**src/rtl/uart_flag_pkg.sv**
```systemverilog
package uart_flag_pkg;

  typedef enum logic [1:0] {
    ADDR_DATA = 2'd0,
    ADDR_STAT = 2'd1,
    ADDR_CTRL = 2'd2,
    ADDR_ECLR = 2'd3
  } reg_addr_e;

  localparam int NFLAGS = 6;
  localparam int ST_TXE = 0;
  localparam int ST_TXC = 1;
  localparam int ST_RXF = 2;
  localparam int ST_PAR = 3;
  localparam int ST_OVR = 4;
  localparam int ST_FRM = 5;

  typedef struct packed {
    logic ie_rx;
    logic ie_txc;
    logic ie_txe;
    logic par_odd;
    logic par_en;
  } ctrl_t;

  localparam int CTRL_W = $bits(ctrl_t);

  typedef enum logic [1:0] {
    RX_IDLE,
    RX_START,
    RX_BITS,
    RX_STOP
  } rx_state_e;

endpackage

```
**src/rtl/uart_tx_shifter.sv**
```systemverilog
module uart_tx_shifter #(
  parameter int DATA_W = 8,
  parameter int OSR    = 16
) (
  input  logic              clk,
  input  logic              rst_n,
  input  logic              tick,
  input  logic              load,
  input  logic [DATA_W-1:0] load_data,
  input  logic              par_en,
  input  logic              par_odd,
  output logic              busy,
  output logic              frame_end,
  output logic              txd
);
  localparam int CNT_W   = $clog2(OSR);
  localparam int FRAME_W = DATA_W + 3;
  localparam int IDX_W   = $clog2(FRAME_W);
  localparam logic [CNT_W-1:0] CNT_LAST = CNT_W'(OSR - 1);

  logic               busy_q, busy_n;
  logic               pen_q, pen_n;
  logic [CNT_W-1:0]   cnt_q, cnt_n;
  logic [IDX_W-1:0]   idx_q, idx_n;
  logic [FRAME_W-1:0] frame_q, frame_n;
  logic [IDX_W-1:0]   last_idx;
  logic               par_bit;
  logic               bit_end;

  assign par_bit  = (^load_data) ^ par_odd;
  assign last_idx = pen_q ? IDX_W'(FRAME_W - 1) : IDX_W'(FRAME_W - 2);
  assign bit_end  = busy_q && tick && (cnt_q == CNT_LAST);

  always_comb begin
    busy_n  = busy_q;
    pen_n   = pen_q;
    cnt_n   = cnt_q;
    idx_n   = idx_q;
    frame_n = frame_q;
    if (!busy_q) begin
      if (load) begin
        busy_n  = 1'b1;
        pen_n   = par_en;
        cnt_n   = '0;
        idx_n   = '0;
        frame_n = {1'b1, (par_en ? par_bit : 1'b1), load_data, 1'b0};
      end
    end else if (tick) begin
      if (cnt_q == CNT_LAST) begin
        cnt_n   = '0;
        frame_n = {1'b1, frame_q[FRAME_W-1:1]};
        if (idx_q == last_idx) begin
          busy_n = 1'b0;
        end else begin
          idx_n = idx_q + 1'b1;
        end
      end else begin
        cnt_n = cnt_q + 1'b1;
      end
    end
  end

  always_ff @(posedge clk or negedge rst_n) begin
    if (!rst_n) begin
      busy_q  <= 1'b0;
      pen_q   <= 1'b0;
      cnt_q   <= '0;
      idx_q   <= '0;
      frame_q <= '1;
    end else begin
      busy_q  <= busy_n;
      pen_q   <= pen_n;
      cnt_q   <= cnt_n;
      idx_q   <= idx_n;
      frame_q <= frame_n;
    end
  end

  assign busy      = busy_q;
  assign frame_end = bit_end && (idx_q == last_idx);
  assign txd       = busy_q ? frame_q[0] : 1'b1;

endmodule

```
**src/rtl/uart_rx_sampler.sv**
```systemverilog
module uart_rx_sampler
  import uart_flag_pkg::*;
#(
  parameter int DATA_W = 8,
  parameter int OSR    = 16
) (
  input  logic              clk,
  input  logic              rst_n,
  input  logic              tick,
  input  logic              rxd,
  input  logic              par_en,
  input  logic              par_odd,
  output logic              done,
  output logic [DATA_W-1:0] data,
  output logic              par_bad,
  output logic              stop_bad
);
  localparam int CNT_W = $clog2(OSR);
  localparam int IDX_W = $clog2(DATA_W + 2);
  localparam logic [CNT_W-1:0] CNT_LAST = CNT_W'(OSR - 1);
  localparam logic [CNT_W-1:0] CNT_HALF = CNT_W'(OSR / 2 - 1);

  logic [1:0]        sync_q;
  rx_state_e         state_q, state_n;
  logic [CNT_W-1:0]  cnt_q, cnt_n;
  logic [IDX_W-1:0]  idx_q, idx_n;
  logic [DATA_W-1:0] data_q, data_n;
  logic              pbit_q, pbit_n;
  logic              pen_q, pen_n;
  logic              pod_q, pod_n;
  logic              rx_s;
  logic [IDX_W-1:0]  last_idx;

  assign rx_s     = sync_q[1];
  assign last_idx = pen_q ? IDX_W'(DATA_W) : IDX_W'(DATA_W - 1);

  always_comb begin
    state_n = state_q;
    cnt_n   = cnt_q;
    idx_n   = idx_q;
    data_n  = data_q;
    pbit_n  = pbit_q;
    pen_n   = pen_q;
    pod_n   = pod_q;
    case (state_q)
      RX_IDLE: begin
        if (tick && !rx_s) begin
          state_n = RX_START;
          cnt_n   = '0;
          pen_n   = par_en;
          pod_n   = par_odd;
        end
      end
      RX_START: begin
        if (tick) begin
          if (cnt_q == CNT_HALF) begin
            cnt_n   = '0;
            idx_n   = '0;
            state_n = rx_s ? RX_IDLE : RX_BITS;
          end else begin
            cnt_n = cnt_q + 1'b1;
          end
        end
      end
      RX_BITS: begin
        if (tick) begin
          if (cnt_q == CNT_LAST) begin
            cnt_n = '0;
            if (idx_q < IDX_W'(DATA_W)) begin
              data_n = {rx_s, data_q[DATA_W-1:1]};
            end else begin
              pbit_n = rx_s;
            end
            idx_n = idx_q + 1'b1;
            if (idx_q == last_idx) begin
              state_n = RX_STOP;
            end
          end else begin
            cnt_n = cnt_q + 1'b1;
          end
        end
      end
      RX_STOP: begin
        if (tick) begin
          if (cnt_q == CNT_LAST) begin
            cnt_n   = '0;
            state_n = RX_IDLE;
          end else begin
            cnt_n = cnt_q + 1'b1;
          end
        end
      end
      default: state_n = RX_IDLE;
    endcase
  end

  always_ff @(posedge clk or negedge rst_n) begin
    if (!rst_n) begin
      sync_q  <= 2'b11;
      state_q <= RX_IDLE;
      cnt_q   <= '0;
      idx_q   <= '0;
      data_q  <= '0;
      pbit_q  <= 1'b0;
      pen_q   <= 1'b0;
      pod_q   <= 1'b0;
    end else begin
      sync_q  <= {sync_q[0], rxd};
      state_q <= state_n;
      cnt_q   <= cnt_n;
      idx_q   <= idx_n;
      data_q  <= data_n;
      pbit_q  <= pbit_n;
      pen_q   <= pen_n;
      pod_q   <= pod_n;
    end
  end

  assign done     = (state_q == RX_STOP) && tick && (cnt_q == CNT_LAST);
  assign data     = data_q;
  assign stop_bad = !rx_s;
  assign par_bad  = pen_q && (((^data_q) ^ pbit_q) != pod_q);

endmodule

```
**src/rtl/uart_flag_bank.sv**
```systemverilog
module uart_flag_bank
  import uart_flag_pkg::*;
#(
  parameter int DATA_W = 8
) (
  input  logic              clk,
  input  logic              rst_n,
  input  logic              bus_wr,
  input  logic              bus_rd,
  input  logic [1:0]        bus_addr,
  input  logic [DATA_W-1:0] bus_wdata,
  output logic [DATA_W-1:0] bus_rdata,
  input  logic              tx_busy,
  input  logic              tx_frame_end,
  output logic              tx_load,
  output logic [DATA_W-1:0] tx_byte,
  input  logic              rx_done,
  input  logic [DATA_W-1:0] rx_byte,
  input  logic              rx_par_bad,
  input  logic              rx_stop_bad,
  output ctrl_t             ctrl,
  output logic [NFLAGS-1:0] status,
  output logic              irq
);
  logic              data_wr, data_rd, ctrl_wr, err_clr;
  logic [DATA_W-1:0] hold_q, hold_n;
  logic              hfull_q, hfull_n;
  logic              txc_q, txc_n;
  logic [DATA_W-1:0] rxd_q, rxd_n;
  logic              rxf_q, rxf_n;
  logic              per_q, per_n;
  logic              ove_q, ove_n;
  logic              fre_q, fre_n;
  ctrl_t             ctrl_q, ctrl_n;
  logic              irq_q, irq_n;
  logic              rx_keep;
  logic [NFLAGS-1:0] en_vec;

  assign data_wr = bus_wr && (bus_addr == ADDR_DATA);
  assign data_rd = bus_rd && (bus_addr == ADDR_DATA);
  assign ctrl_wr = bus_wr && (bus_addr == ADDR_CTRL);
  assign err_clr = bus_wr && (bus_addr == ADDR_ECLR);
  assign tx_load = hfull_q && !tx_busy;
  assign rx_keep = rxf_q && !data_rd;

  always_comb begin
    hold_n  = data_wr ? bus_wdata : hold_q;
    hfull_n = data_wr ? 1'b1 : (tx_load ? 1'b0 : hfull_q);
    txc_n   = data_wr ? 1'b0 : ((tx_frame_end && !hfull_q) ? 1'b1 : txc_q);
    rxf_n   = rx_keep;
    rxd_n   = rxd_q;
    if (rx_done && !rx_stop_bad && !rx_keep) begin
      rxf_n = 1'b1;
      rxd_n = rx_byte;
    end
    per_n  = (per_q && !err_clr) || (rx_done && rx_par_bad);
    fre_n  = (fre_q && !err_clr) || (rx_done && rx_stop_bad);
    ove_n  = (ove_q && !err_clr) || (rx_done && rx_keep);
    ctrl_n = ctrl_wr ? ctrl_t'(bus_wdata[CTRL_W-1:0]) : ctrl_q;
  end

  always_comb begin
    status         = '0;
    status[ST_TXE] = !hfull_q;
    status[ST_TXC] = txc_q;
    status[ST_RXF] = rxf_q;
    status[ST_PAR] = per_q;
    status[ST_OVR] = ove_q;
    status[ST_FRM] = fre_q;
    en_vec         = '0;
    en_vec[ST_TXE] = ctrl_q.ie_txe;
    en_vec[ST_TXC] = ctrl_q.ie_txc;
    en_vec[ST_RXF] = ctrl_q.ie_rx;
    en_vec[ST_PAR] = ctrl_q.ie_rx;
    en_vec[ST_OVR] = ctrl_q.ie_rx;
    en_vec[ST_FRM] = ctrl_q.ie_rx;
    irq_n          = |(status & en_vec);
  end

  always_comb begin
    case (bus_addr)
      ADDR_DATA: bus_rdata = rxd_q;
      ADDR_STAT: bus_rdata = DATA_W'(status);
      ADDR_CTRL: bus_rdata = DATA_W'(ctrl_q);
      default:   bus_rdata = '0;
    endcase
  end

  always_ff @(posedge clk or negedge rst_n) begin
    if (!rst_n) begin
      hold_q  <= '0;
      hfull_q <= 1'b0;
      txc_q   <= 1'b0;
      rxd_q   <= '0;
      rxf_q   <= 1'b0;
      per_q   <= 1'b0;
      ove_q   <= 1'b0;
      fre_q   <= 1'b0;
      ctrl_q  <= '0;
      irq_q   <= 1'b0;
    end else begin
      if (data_wr) hold_q <= hold_n;
      if (rx_done) rxd_q <= rxd_n;
      if (ctrl_wr) ctrl_q <= ctrl_n;
      hfull_q <= hfull_n;
      txc_q   <= txc_n;
      rxf_q   <= rxf_n;
      per_q   <= per_n;
      ove_q   <= ove_n;
      fre_q   <= fre_n;
      irq_q   <= irq_n;
    end
  end

  assign tx_byte = hold_q;
  assign ctrl    = ctrl_q;
  assign irq     = irq_q;

endmodule

```
**src/rtl/uart_flagged_xcvr.sv**
```systemverilog
module uart_flagged_xcvr
  import uart_flag_pkg::*;
#(
  parameter int DATA_W = 8,
  parameter int OSR    = 16
) (
  input  logic              clk,
  input  logic              rst_n,
  input  logic              tick_16x,
  input  logic              bus_wr,
  input  logic              bus_rd,
  input  logic [1:0]        bus_addr,
  input  logic [DATA_W-1:0] bus_wdata,
  output logic [DATA_W-1:0] bus_rdata,
  input  logic              rxd,
  output logic              txd,
  output logic              irq
);
  ctrl_t             ctrl_w;
  logic [NFLAGS-1:0] status_w;
  logic              tx_busy_w, tx_end_w, tx_load_w;
  logic [DATA_W-1:0] tx_byte_w, rx_byte_w;
  logic              rx_done_w, rx_par_bad_w, rx_stop_bad_w;

  uart_flag_bank #(.DATA_W(DATA_W)) i_bank (
    .clk          (clk),
    .rst_n        (rst_n),
    .bus_wr       (bus_wr),
    .bus_rd       (bus_rd),
    .bus_addr     (bus_addr),
    .bus_wdata    (bus_wdata),
    .bus_rdata    (bus_rdata),
    .tx_busy      (tx_busy_w),
    .tx_frame_end (tx_end_w),
    .tx_load      (tx_load_w),
    .tx_byte      (tx_byte_w),
    .rx_done      (rx_done_w),
    .rx_byte      (rx_byte_w),
    .rx_par_bad   (rx_par_bad_w),
    .rx_stop_bad  (rx_stop_bad_w),
    .ctrl         (ctrl_w),
    .status       (status_w),
    .irq          (irq)
  );

  uart_tx_shifter #(.DATA_W(DATA_W), .OSR(OSR)) i_tx (
    .clk       (clk),
    .rst_n     (rst_n),
    .tick      (tick_16x),
    .load      (tx_load_w),
    .load_data (tx_byte_w),
    .par_en    (ctrl_w.par_en),
    .par_odd   (ctrl_w.par_odd),
    .busy      (tx_busy_w),
    .frame_end (tx_end_w),
    .txd       (txd)
  );

  uart_rx_sampler #(.DATA_W(DATA_W), .OSR(OSR)) i_rx (
    .clk      (clk),
    .rst_n    (rst_n),
    .tick     (tick_16x),
    .rxd      (rxd),
    .par_en   (ctrl_w.par_en),
    .par_odd  (ctrl_w.par_odd),
    .done     (rx_done_w),
    .data     (rx_byte_w),
    .par_bad  (rx_par_bad_w),
    .stop_bad (rx_stop_bad_w)
  );

endmodule

```
**config.mk**
```make
export PLATFORM = sky130hd
export DESIGN_NAME = uart_flagged_xcvr
export DESIGN_NICKNAME = d
export VERILOG_FILES = /design/src/rtl/uart_flag_pkg.sv /design/src/rtl/uart_tx_shifter.sv /design/src/rtl/uart_rx_sampler.sv /design/src/rtl/uart_flag_bank.sv /design/src/rtl/uart_flagged_xcvr.sv
export SDC_FILE = /design/constraint.sdc
export NUM_CORES = 1
export LEC_CHECK = 0
export ABC_AREA = 1
export BUFFER_PORTS_ARGS = -buffer_cell sky130_fd_sc_hd__buf_2
export CAP_MARGIN = 15
export CORE_MARGIN = 5
export CORE_UTILIZATION = 45
export CTS_BUF_LIST = sky130_fd_sc_hd__clkbuf_8
export CTS_CLUSTER_DIAMETER = 150
export DETAILED_ROUTE_END_ITERATION = 8
export SETUP_SLACK_MARGIN = 0.02
export SKIP_LAST_GASP = 1
export SLEW_MARGIN = 10
export SYNTH_ARGS = -nofsm -noshare
export SYNTH_HDL_FRONTEND = slang
export SYNTH_SLANG_ARGS = --single-unit
```
**constraint.sdc**
```tcl
create_clock -name clk -period 1.9 [get_ports clk]
set_input_delay 0.285 -clock clk [delete_from_list [all_inputs] [get_ports clk]]
set_output_delay 0.285 -clock clk [all_outputs]
set_load 0.01 [all_outputs]
```
==> results.toml <==
[cells_and_area]
seq_area_sq_mm = 0.00179
area_growth_pct = 13.3
diodes = 0
multi_input_area_sq_mm = 0.00153
fin_util = 0.524
drive_gt1_frac = 0.200
fin_nets = 485
num-fill-cells = 746
finalInstanceArea_sq_mm = 0.00407
stdcell_count = 572

[power_and_ir_drop]
p_int_mw = 2.83
p_comb_frac = 0.212
power_density_mw_per_mm2 = 1010
seqPwrFrac = 0.475
power_leakage_nw = 1.96
netSwitchingFraction = 0.314
peakVddDrop_mv = 0.546
switchingPower_mw = 1.30
pwr-share-clk = 0.313

[clock_network]
cts_buffers = 9
post_cts_resized = 0
cts.clk_slew.worst_paths_ns = 0.07
cts_num_sinks = 71
cts_htree_levels = 3
clockBufferDepth = 2
cts_tree = "yes"
clkLatencyLatePin_ns = 0.35
cts_root_buf = "clkbuf_8"

[grt]
grt_max_degree = 30
grt_pass1_wl_mm = 12.8
grt_pass1_vias = 2799
grt-ovfl-total = 0
antenna_found_initial = 0
grt_use_total = 0.159

[die]
num_io_pins = 26
coreArea_sq_mm = 0.00777
start_util = 0.462
dieWidth_um = 99.3
fp.dieH_um = 99.3
core.rowCount = 32
dieArea_sq_mm = 0.00987

[synth]
avgSynthCellArea_sq_um = 8.33
yosysUniqueCellTypes = 37
synth_area_sq_mm = 0.00359
syn_nets = 451
yosys_warnings = 0
synth_edf_count = 0
async_flop_share = 1.00
yosys_register_bits = 71
ys_seq_area_frac = 0.499
ys.flop_type = "dfrtp_1"
syn-instance-count = 431

[sta]
setup_viol = 0
fmax_mhz = 658
fin_skew_ns = 0.0109
fin_setup_tns_ns = 0
timing.slew.headroom = 0.644
fin_hold_ws_ns = 0.0343
finalCritPeriodShare = 0.800
finalCriticalPeriod_ns = 1.52
worst_slew_pin_slew_ns = 0.533
drv_slew = 0
finalHoldViolCount = 0
rsz0062_at_grt = "no"

[flow_run]
drv_cap = 0

[critical_path]
critPathSlowestCell = "dfrtp_1"
worst-setup-path-type = "reg2reg"
cpMostUsedCell = "nand2_1"
crit_chain = "ha_1 -> nand3_2 -> nor2_1 -> nand2_1 -> nand2_1 -> o21ai_1"
end_kind = "flop"
worstPathArrival_ns = 1.74
critPathMaxFanout = 16
max_stage_delay_ns = 0.39
startpoint_type = "flop"
required_ns = 2.12

[route]
vias = 2806
wl_per_cell_um = 12.5
first_pass_iters = 4
drcViolationCount = 0
drt_wl_total_mm = 7.16
viasPerCell = 4.91
drtAntennaViolNets = 0
drt-initial-drc-count = 120

[placed_design]
place_area_sq_mm = 0.00384
dp_cells = 555
gp_congestion = 0.857
detailed_place_hpwl_mm = 5.36
portBuffers = 25

[hold_path]
hold_class = "in2reg"

[outcome]
outcome = "complete, no violations"
## repair_timing
action | in CTS | in global routing
hold endpoints to repair | 11 | 0
buffers inserted | 0 | 0
hold buffers | 1 | 0
## power groups by stage
stage	combinational, mW	sequential [mW]	clock (mW)
2_1_floorplan	0.673	1.94	0
3_3_place_gp	0.856	1.98	0
3_5_place_dp	0.886	1.98	0
4_1_cts	0.893	1.96	1.33
5_1_grt	1.03	1.99	1.40
6_report	0.876	1.96	1.29
## final timing paths
check / from / to / slack (ns) / depth (start not counted)
worst max register to register: i_rx.cnt_q[0]$_DFFE_PN0P_ / i_rx.data[7]$_DFFE_PN0P_ / 0.38 / 6
worst min register to register: i_rx.sync_q[0]$_DFF_PN1_ / i_rx.sync_q[1]$_DFF_PN1_ / 0.36 / 0
min in group asynchronous: rst_n / i_bank.tx_byte[5]$_DFFE_PN0P_ / 0.45 / 2
worst max-delay path: i_rx.cnt_q[0]$_DFFE_PN0P_ / i_rx.data[7]$_DFFE_PN0P_ / 0.38 / 6
max in group asynchronous: rst_n / i_tx.frame_q[9]$_DFFE_PN1P_ / 0.85 / 3
worst min-delay path: rxd / i_rx.sync_q[0]$_DFF_PN1_ / 0.03 / 1
## cell usage after synthesis, types with 3 or more instances
master	n	area, sq um
nor3_1	4	20.0
o211ai_1	3	22.5
xnor2_1	8	70.1
nor2_1	30	113
o21ai_1	16	80.1
inv_2	7	26.3
dfstp_2	12	315
nor2_4	3	33.8
ha_1	4	50.1
nand4_1	3	18.8
nand3_1	21	105
xor2_1	8	70.1
nor2_2	4	25.0
buf_2	3	15.0
buf_6	4	45.0
inv_1	46	173
nand2_1	125	469
dfrtp_1	59	1480
a31oi_1	8	50.1
nand2_2	6	37.5
o21ai_0	21	105
o21ai_2	9	78.8
a21oi_1	8	40.0
## flip-flops by register name (all words and copies together), names as in the netlist, 2 cells and up, named ones only
name and count:
i_rx.idx_q 4, i_bank.tx_byte 8, i_tx.frame_q 10, i_rx.data 8, i_bank.rxd_q 8, i_tx.cnt_q 4
i_tx.idx_q 4, i_rx.sync_q 2, i_rx.cnt_q 4, i_bank.ctrl 5
## critical path, delay by kind of cell (launching register included)
| family | cells | cell delay (ns) |
|---|---|---|
| adders and majority gates | 1 | 0.21 |
| AOI/OAI and AO/OA | 1 | 0.07 |
| and+or+nand+nor | 4 | 0.74 |
| DFF | 1 | 0.39 |
## logic make-up (layout without fill, tap and decap cells)
| kind of cell | Yosys count | in the layout | share of synthesized area |
|---|---|---|---|
| xor+xnor | 16 | 16 | 0.0390 |
| buf+inv | 62 | 101 | 0.0746 |
| flops | 71 | 71 | 0.499 |
| mux | 2 | 2 | 0.00627 |
| fa+ha+maj | 4 | 4 | 0.0139 |
| simple gates | 202 | 202 | 0.243 |
| compound gates | 74 | 74 | 0.124 |
## cell usage in the layout, fill, tap and decap left out, drive strengths merged
cell type	n
a31oi	8
nand2	132
a22o	2
nand4	3
clkinv	2
xnor2	8
o41ai	1
a21oi	8
nand3	23
a22oi	1
dlygate4sd3	1
buf	30
clkbuf	12
o31ai	2
o22ai	2
xor2	8
inv	54
dfstp	12
o21ai	46
bufinv	1
nor2	37
nor3	4
ha	4
clkinvlp	1
or2	2
dfrtp	59
o211ai	3
o21bai	1
nand3b	1
mux2	2
## routing by layer
metal	vias to the layer above	part of all wire	track usage
met5	-	0	0
met3	11	0.032	0.0379
met1	1316	0.47	0.204
met4	0	0.016	0.0504
li1	1452	-	-
met2	27	0.48	0.264
## per-stage QoR
stage / total power, mW / setup slack, ns
floorplan: 2.61 / 0.527
global placement: 2.84 / 0.438
detailed placement: 2.87 / 0.379
CTS: 4.18 / 0.369
global route: 4.42 / 0.149
finish: 4.12 / 0.380
## final cells by class
cell class,count,share of cell area
clock inverters,4,0.0126
repair buffers,31,0.0486
flip-flops and latches,71,0.440
inverters,54,0.0501
well taps,102,0.0314
multi-input cells,298,0.376
clock buffers,12,0.0406
No activity file was read; power rests on OpenSTA's default activity.
